===== src/rtl/lcd_bp_pkg.sv =====
package lcd_bp_pkg;

  typedef enum logic {
    MODE_MASTER = 1'b0,
    MODE_SLAVE  = 1'b1
  } bp_mode_e;

  // Level a segment drives: in phase when dark, inverted when lit.
  function automatic logic seg_level(input logic phase, input logic lit);
    return phase ^ lit;
  endfunction

  // True when the sampled pin level argues for leaving the current mode.
  function automatic logic level_opposes(input bp_mode_e mode, input logic lvl);
    return (mode == MODE_SLAVE) ? lvl : ~lvl;
  endfunction

endpackage


===== src/rtl/lcd_bp_divider.sv =====
module lcd_bp_divider #(
  parameter int DIV_BITS = 7
) (
  input  logic clk,
  input  logic rst,
  input  logic tick,
  input  logic hold,
  output logic phase
);
  logic [DIV_BITS-1:0] count_q;

  always_ff @(posedge clk) begin
    if (rst || hold) count_q <= '0;
    else if (tick)   count_q <= count_q + 1'b1;
  end

  assign phase = count_q[DIV_BITS-1];

  p_idle_hold_r2: assert property (@(posedge clk) disable iff (rst)
    (!tick && !hold) |=> $stable(count_q));
  p_slave_clear_r9: assert property (@(posedge clk) disable iff (rst)
    hold |=> (count_q == '0));
endmodule


===== src/rtl/lcd_bp_mode_filter.sv =====
module lcd_bp_mode_filter
  import lcd_bp_pkg::*;
#(
  parameter int LOW_DETECT_CYCLES = 16
) (
  input  logic     clk,
  input  logic     rst,
  input  logic     osc_level,
  output bp_mode_e mode,
  output logic     mode_flip
);
  localparam int RUN_W = $clog2(LOW_DETECT_CYCLES + 1);
  localparam logic [RUN_W-1:0] RUN_LAST = RUN_W'(LOW_DETECT_CYCLES - 1);

  logic [RUN_W-1:0] run_q;
  logic             opposing;

  assign opposing  = level_opposes(mode, osc_level);
  assign mode_flip = opposing && (run_q == RUN_LAST);

  always_ff @(posedge clk) begin
    if (rst) begin
      mode  <= MODE_MASTER;
      run_q <= '0;
    end else if (mode_flip) begin
      mode  <= (mode == MODE_SLAVE) ? MODE_MASTER : MODE_SLAVE;
      run_q <= '0;
    end else if (opposing) begin
      run_q <= run_q + 1'b1;
    end else begin
      run_q <= '0;
    end
  end

  p_enter_after_low_r6: assert property (@(posedge clk) disable iff (rst)
    (mode == MODE_MASTER) ##1 (mode == MODE_SLAVE) |-> $past(osc_level) == 1'b0);
  p_exit_after_high_r8: assert property (@(posedge clk) disable iff (rst)
    (mode == MODE_SLAVE) ##1 (mode == MODE_MASTER) |-> $past(osc_level) == 1'b1);
  p_run_reset_r7: assert property (@(posedge clk) disable iff (rst)
    !opposing |=> (run_q == '0));
  p_run_bound_r7: assert property (@(posedge clk) disable iff (rst)
    run_q <= RUN_LAST);
endmodule


===== src/rtl/lcd_bp_segments.sv =====
module lcd_bp_segments
  import lcd_bp_pkg::*;
#(
  parameter int NUM_SEG = 28
) (
  input  logic               clk,
  input  logic               rst,
  input  logic               phase,
  input  logic [NUM_SEG-1:0] seg_on,
  output logic [NUM_SEG-1:0] seg_out
);
  for (genvar i = 0; i < NUM_SEG; i++) begin : g_seg
    always_ff @(posedge clk) begin
      if (rst) seg_out[i] <= 1'b0;
      else     seg_out[i] <= seg_level(phase, seg_on[i]);
    end
  end

  p_dark_in_phase_r4: assert property (@(posedge clk) disable iff (rst)
    (seg_on == '0) |=> (seg_out == {NUM_SEG{$past(phase)}}));
  p_lit_inverted_r5: assert property (@(posedge clk) disable iff (rst)
    (seg_on == '1) |=> (seg_out == {NUM_SEG{~$past(phase)}}));
endmodule


===== src/rtl/lcd_bp_drive.sv =====
module lcd_bp_drive
  import lcd_bp_pkg::*;
#(
  parameter int DIV_BITS          = 7,
  parameter int LOW_DETECT_CYCLES = 16,
  parameter int NUM_SEG           = 28
) (
  input  logic               clk,
  input  logic               rst,
  input  logic               osc_tick,
  input  logic               osc_level,
  input  logic               bp_in,
  input  logic [NUM_SEG-1:0] seg_on,
  output logic               bp_out,
  output logic               bp_oe,
  output logic [NUM_SEG-1:0] seg_out
);
  bp_mode_e mode;
  logic     mode_flip;
  logic     in_slave;
  logic     div_phase;
  logic     seg_phase;

  lcd_bp_mode_filter #(.LOW_DETECT_CYCLES(LOW_DETECT_CYCLES)) u_filter (
    .clk       (clk),
    .rst       (rst),
    .osc_level (osc_level),
    .mode      (mode),
    .mode_flip (mode_flip)
  );

  assign in_slave = (mode == MODE_SLAVE);

  lcd_bp_divider #(.DIV_BITS(DIV_BITS)) u_div (
    .clk   (clk),
    .rst   (rst),
    .tick  (osc_tick),
    .hold  (in_slave),
    .phase (div_phase)
  );

  assign seg_phase = in_slave ? bp_in : div_phase;

  lcd_bp_segments #(.NUM_SEG(NUM_SEG)) u_seg (
    .clk     (clk),
    .rst     (rst),
    .phase   (seg_phase),
    .seg_on  (seg_on),
    .seg_out (seg_out)
  );

  assign bp_out = in_slave ? 1'b0 : div_phase;
  assign bp_oe  = ~in_slave;

  p_quiet_when_off_r9: assert property (@(posedge clk) disable iff (rst)
    !bp_oe |-> !bp_out);
  p_oe_drops_on_flip_r6: assert property (@(posedge clk) disable iff (rst)
    (bp_oe && mode_flip) |=> !bp_oe);
endmodule


===== config.mk =====
export PLATFORM = sky130hd
export DESIGN_NAME = lcd_bp_drive
export DESIGN_NICKNAME = d
export VERILOG_FILES = /design/src/rtl/lcd_bp_pkg.sv /design/src/rtl/lcd_bp_divider.sv /design/src/rtl/lcd_bp_mode_filter.sv /design/src/rtl/lcd_bp_segments.sv /design/src/rtl/lcd_bp_drive.sv
export SDC_FILE = /design/constraint.sdc
export NUM_CORES = 1
export LEC_CHECK = 0
export BUFFER_PORTS_ARGS = -buffer_cell sky130_fd_sc_hd__buf_2
export CORE_MARGIN = 2
export CORE_UTILIZATION = 50
export CTS_CLUSTER_DIAMETER = 150
export DETAILED_ROUTE_END_ITERATION = 10
export GPL_TIMING_DRIVEN = 1
export PLACE_DENSITY = 0.88
export SETUP_SLACK_MARGIN = 0.02
export SLEW_MARGIN = 15
export SYNTH_ARGS = -nofsm -noshare
export SYNTH_HDL_FRONTEND = slang
export SYNTH_SLANG_ARGS = --single-unit

===== constraint.sdc =====
create_clock -name clk -period 3.5 [get_ports clk]
set_input_delay 0.175 -clock clk [delete_from_list [all_inputs] [get_ports clk]]
set_output_delay 0.175 -clock clk [all_outputs]
set_load 0.05 [all_outputs]

==> results of run 1 <==
-- cells by family (layout without fill, tap and decap cells) --
kind of cell               count (synthesis)  after routing  synth area share, %
and+or+nand+nor                           51             51                 15.5
AOI/OAI and AO/OA                          5              5                 1.61
buffers and inverters                     10             75                 4.62
DFF                                       41             41                 48.1
muxes                                      2              2                 1.17
xor gates and xnor gates                  35             35                 26.8
adders and majority gates                  3              3                 2.20
-- metrics by stage --
step / util, % / worst slack [ps] / hold WS (ps) / instance area [um2]
6_report: 63.7 / 1600 / 56.1 / 2110
5_1_grt: 63.7 / 1480 / 32.8 / 2110
4_1_cts: 63.4 / 1570 / 2.19 / 2100
3_5_place_dp: 61.6 / 1580 / 392 / 2040
3_3_place_gp: 61.6 / 1660 / 394 / 2040
2_1_floorplan: - / 2030 / 270 / 1710
-- power by group --
part           switching (mW)  internal (mW)
clock                   0.159         0.0776
sequential            0.00720          0.488
combinational           0.103         0.0468
-- how the worst max path moves through the flow --
stage                     cells after the start  slack, ps               from                 to
after floorplan                               5       2030  u_filter.run_q[0]  u_filter.run_q[2]
after global placement                        4       1660      u_filter.mode   u_seg.seg_out[8]
after detailed placement                      4       1580      u_filter.mode  u_seg.seg_out[13]
after CTS                                     4       1570      u_filter.mode   u_seg.seg_out[4]
after global routing                          4       1480      u_filter.mode  u_seg.seg_out[13]
final                                         4       1600      u_filter.mode  u_seg.seg_out[10]
-- layout make-up --
| class | count | area [um2] | share of cell area (%) |
|---|---|---|---|
| repair buffers | 64 | 340 | 16.1 |
| clock inverters | 3 | 22.5 | 1.07 |
| multi-input cells | 96 | 820 | 38.8 |
| clock buffers | 5 | 37.5 | 1.78 |
| flip-flops and latches | 41 | 821 | 38.9 |
| inverters | 3 | 11.3 | 0.534 |
| well taps | 46 | 57.6 | 2.73 |
-- per-layer routing --
metal	up-vias	part of all wire, %	track usage, %
met5	-	0	0
met4	0	2.0	10.0
met3	7	7.1	5.77
met2	39	49	27.0
met1	500	42	16.0
li1	566	-	-
-- flip-flops by register name, indices dropped and copies added (netlist names) --
register / count
u_filter.run_q: 5
u_filter.mode: 1
u_seg.seg_out: 28
u_div.count_q: 7
-- what timing repair did --
action / CTS / global route
hold endpoints to repair: 0 / 1
hold buffers: 0 / 1
setup endpoints to repair: 0 / 0
-- critical path, delay by kind of cell (launching register included) --
family,cells,cell delay [ps]
xor+xnor,1,160
buf+inv,1,290
flops,1,500
simple gates,1,50
mux,1,760
-- placed cells by master (no fill, tap or decap), drive strengths merged --
master and n:
a211oi 1, a21oi 2, and2b 1, and3 1, buf 63, clkbuf 5, clkinvlp 3, dfxtp 41
dlygate4sd3 1, ha 3, inv 3, mux2i 2, nand2 3, nand3 1, nand4 2, nor2 39
o21ai 2, or2 1, or3 3, xnor2 2, xor2 33
==> summary.txt, run 1 <==
Outcome
  • Status: completed

Detailed routing
  • Wire length per cell: 10.9 um
  • Avg Vias per Cell: 4.31
  • Initial DRC count: 37
  • ANT nets after route: 0
  • # DRC: 0
  • DR vias: approximately 1,100
  • Drt pass-1 iters: 3
  • Final wirelength: 2800 um

Placed design
  • Port Buffer Count: 62
  • Placed insts: 249
  • GP Congestion: 0.687
  • Post-DP HPWL: 2110 um

Synth
  • Async S/R FF share, synth: 0%
  • Mapped Nets: 183
  • Synthesized area per cell: roughly 12 um2
  • Cell area after synthesis: 0.00171 mm2
  • Top-count cell post-synth: dfxtp_1
  • Post-synthesis cell type count: 23
  • Synth Warn #: 0
  • Synth area leader: dfxtp_1
  • Area share of the leading cell type in the synthesized netlist: just under 50%
  • EDFF count, synth: 0
  • Synth top cells by count: dfxtp_1, nor2_2, xor2_2, nor2_1, xor2_1
  • Post-synthesis register bit count: 41
  • Sequential share of the synthesized area: just under 50%
  • Cell count after synthesis: 147
  • Top FF cell, synth: dfxtp_1
  • Synth area leaders: dfxtp_1, xor2_2, nor2_2, xor2_1, nor2_1

STA
  • Worst Tran Pin Value: 808 ps
  • Fin. Hold Viols: 0
  • Final period util: 54.2%
  • Rel. slew slack: between 40% and 50%
  • Final setup fails: 0
  • RSZ-0062 raised after global routing: false
  • Tmin final: 1900 ps
  • Count of pins over their slew limit: 0
  • F_max: 527 MHz
  • Setup Skew: 6.67 ps
  • Final setup TNS: 0 ps

Die
  • Die ar.: 0.00390 mm2
  • Site row count: 21
  • Area of the core: 0.00331 mm2
  • Die width: 62.4 um
  • Die Height: 62.4 um
  • Initial Util: between 50% and 60%
  • # IOs: 63

Setup path
  • RR Endpoint: u_seg.seg_out[10]
  • Crit start category: register
  • Critical path class: reg -> reg
  • Critical path, cell by cell: mux2i_4, buf_12, xor2_1, nor2_1
  • Worst Setup End Kind: register
  • Arrival @ worst endpoint: approximately 2100 ps
  • Setup slack, reg-to-reg: 1600 ps
  • Crit path largest cell delay: 760 ps
  • Crit Reg-Reg Startpoint: u_filter.mode
  • Worst r2r path cells: 4
  • Worst Path Max Fanout: 18
  • Crit-path slowest cell: mux2i_4
  • CP required: ~3700 ps

Power
  • LEAKAGE: 0.924 nW
  • Pwr dens: 418 mW/mm2
  • Overall power: 881 uW
  • Max rail drop VDD: 0.000229 V

Min path
  • Hold path depth: 3
  • WHS Endpoint: u_seg.seg_out[8]
  • Hold WC Path Type: in -> reg
  • Min-delay src: seg_on[8]

Global routing
  • Vias in the first global route: about 1,100
  • Largest net degree at the start of global routing: 32
  • Total grt overflow: 0
  • Global-route wire length before repair: 4680 um
  • Tot GR Track Use: about 16%
  • Initial antenna violation count: 0

Clock tree
  • Clock insertion delay at the later pin of the skew report: 350 ps
  • Post-cts sizing count: 0
  • CTS tree: built
  • Post-CTS Setup Bufs: 0
  • Root buf cell: clkbuf_4
  • Reg clk slew, reported paths: 120 ps
  • Clock Tree Buf Depth: 2
  • Clock sinks: 41
  • Num CTS Buffers: 5
  • Htree depth: 2

Finish
  • Share of cells above drive strength 1: 53.8%
  • Layout area overhead: 23.6%
  • Nets@finish: 247
  • FILL cells: 299
  • # diodes: 0
  • Post-route insts no fill: 258

Job
  • Max-cap violations: 0
Power figures use the tool's default switching activity.
==> run 2, diff against run 1 <==
Settings changed: ABC_AREA set to 1, CORE_UTILIZATION 50 to 43, PLACE_DENSITY 0.88 to 0.81.
Clock period 3.5 ns to 1.6 ns, I/O delays scaled along.
==> run 2 against run 1 <==
Net effect: synthesized cell count increased by 52%; maximum frequency increased by 32%; first-iteration DRC count increased to 3.4 times the previous value; routed wire length increased by 22%; sequential share of layout area decreased by 0.069 points; cell count increased by 31%; register-to-register slack got worse by 1400 ps; sequential cell count unchanged; utilization decreased by 6.4 points; hold slack got worse by 31 ps; critical path type unchanged.
==> summary.txt, run 2 <==
Finish
  • # diodes: 0
  • Reg area: between 800 and 900 um2
  • Nets@finish: 324
  • Commonest cells after routing, fill and taps aside: nor2_1, buf_2, dfxtp_1
  • Layout area overhead: 27.1%
  • Max reg flops: 28
  • Largest register by flop count: u_seg.seg_out
  • Top flop regs: u_seg.seg_out x28, u_div.count_q x7, u_filter.run_q x5
  • Share of cells above drive strength 1: approximately 27%
  • Final instance area: 0.00211 mm2
  • FILL cells: 350
  • Commonest non-fill, non-tap cell in the layout: nor2_1
  • Multi-input gate area: 624 um2

Synth
  • Synth top cells by count: nor2_1, dfxtp_1, inv_1, o21ai_1, nand2_1
  • Synthesized area per cell: ~7.4 um2
  • Top-count cell post-synth: nor2_1
  • Synth area leaders: dfxtp_1, nor2_1, inv_1, o21ai_1, o21ai_0
  • Async S/R FF share, synth: 0%
  • Sequential share of the synthesized area: 49.4%
  • Cell count after synthesis: 224
  • EDFF count, synth: 0
  • Area share of the leading cell type in the synthesized netlist: 49.4%
  • Synth area leader: dfxtp_1
  • Post-synthesis cell type count: 23
  • Synth Warn #: 0
  • Cell area after synthesis: 0.00166 mm2
  • Post-synthesis register bit count: 41
  • Top FF cell, synth: dfxtp_1
  • Mapped Nets: 260

Clock tree
  • Reg clk slew, reported paths: 80 ps
  • Clock insertion delay at the later pin of the skew report: 290 ps
  • Clock Tree Buf Depth: 2
  • Post-CTS Setup Bufs: 0
  • Post-cts sizing count: 0
  • Htree depth: 2
  • Root buf cell: clkbuf_8
  • Num CTS Buffers: 5
  • CTS tree: built
  • Clock sinks: 41

STA
  • Setup Skew: between 5 and 6 ps
  • Final period util: 89.5%
  • Worst Tran Pin Value: 304 ps
  • Final setup TNS: 0 ps
  • RSZ-0062 raised after global routing: false
  • F_max: 698 MHz
  • Rel. slew slack: around four fifths
  • Tmin final: ~1400 ps
  • Final setup fails: 0
  • Count of pins over their slew limit: 0
  • Fin. Hold Viols: 0

Detailed routing
  • Top layer in use: met4
  • Drt pass-1 iters: 4
  • M1 wire length: about 1500 um
  • Met3 layer wire length in the routed design: 221 um
  • Avg Vias per Cell: roughly 4.5
  • Initial DRC count: 125
  • DR vias: 1,515
  • Final wirelength: ~3400 um
  • ANT nets after route: 0
  • # DRC: 0
  • Met2 routed WL: 1650 um
  • Wire length per cell: around 10 um

Setup path
  • CP required: about 1800 ps
  • Crit start category: register
  • Worst Setup End Kind: register
  • Critical path class: reg -> reg
  • Worst Path Max Fanout: 5
  • Arrival @ worst endpoint: approximately 1700 ps

Die
  • Die ar.: 0.00438 mm2
  • Initial Util: roughly 45%
  • # IOs: 63
  • Area of the core: 0.00369 mm2
  • Site row count: 22
  • Die Height: 66.2 um
  • Die width: ~66 um

Min path
  • Hold WC Path Type: in -> reg

Power
  • Overall power: approximately 2.2 mW
  • LEAKAGE: 1.17 nW
  • Max rail drop VDD: 0.000639 V
  • Pwr dens: 1060 mW/mm2

Global routing
  • Vias in the first global route: 1,373
  • Largest net degree at the start of global routing: 29
  • Total grt overflow: 0
  • Global-route wire length before repair: 5550 um
  • Tot GR Track Use: 16.6%
  • Initial antenna violation count: 0

Placed design
  • Port Buffer Count: 62
  • GP Congestion: between 0.7 and 0.8
  • Post-placement cell area: about 0.0020 mm2
  • Post-DP HPWL: 2480 um

Job
  • Max-cap violations: 0

Outcome
  • Status: completed
==> run 2: path summary, 6_finish.rpt <==
path         slack, ps                 to              start  cells after the start
max                170  u_filter.run_q[4]  u_filter.run_q[0]                      6
min                 20   u_div.count_q[1]           osc_tick                      2
max reg2reg        170  u_filter.run_q[4]  u_filter.run_q[0]                      6
min reg2reg        450  u_filter.run_q[0]  u_filter.run_q[0]                      1
==> run 2: area by class of cell <==
type	count	area share (%)
tap	48	2.84
multi-input combinational	135	29.5
clock buffer	6	3.91
sequential	41	38.8
inverter	40	7.22
timing repair buffer	65	15.9
clock inverter	2	1.78
==> run 2: report_power, final <==
part	switching, mW	internal, mW	total (mW)
sequential	0.0139	1.06	1.08
combinational	0.215	0.0860	0.301
clock	0.362	0.507	0.869
total	0.591	1.66	2.25
==> run 2: what timing repair did <==
item                                    CTS  global route
hold buffers                              1             0
endpoints found under the hold margin     1             0
endpoints found under the setup margin    0             0
==> run 2: through the flow <==
stage | hold WS [ps] | util (%) | std cells | setup WS [ps]
floorplan | 169 | - | 224 | 289
finish | 24.9 | 57.3 | 337 | 167
global placement | 288 | 53.8 | 328 | 217
CTS | 22.3 | 57.3 | 337 | 148
detailed placement | 298 | 53.8 | 328 | 164
global route | 31.5 | 57.3 | 337 | 32.8
==> run 2: logic make-up (layout without fill, tap and decap cells) <==
logic type               after synthesis  in the layout  share of synthesized area (%)
AND/OR/NAND/NOR                       92             92                           22.6
buffers and inverters                 48            113                           13.1
AO/OA/AOI/OAI                         38             38                           11.7
flip-flops                            41             41                           49.4
adder cells (fa/ha/maj)                3              3                           2.26
XOR/XNOR                               2              2                           1.05
==> run 2: critical path, cell delays in order (launching register included) <==
cell and delay [ps]:
dfxtp_1 330, ha_1 220, and3_1 190, ha_1 200, nor3_1 180, nand2_1 140, nor2_1 110
==> run 2: metal layers <==
layer / track usage, % / vias up
met3: 4.26 / 4
li1: - / 802
met2: 29.0 / 50
met1: 18.7 / 659
met4: 7.65 / 0
met5: 0 / -
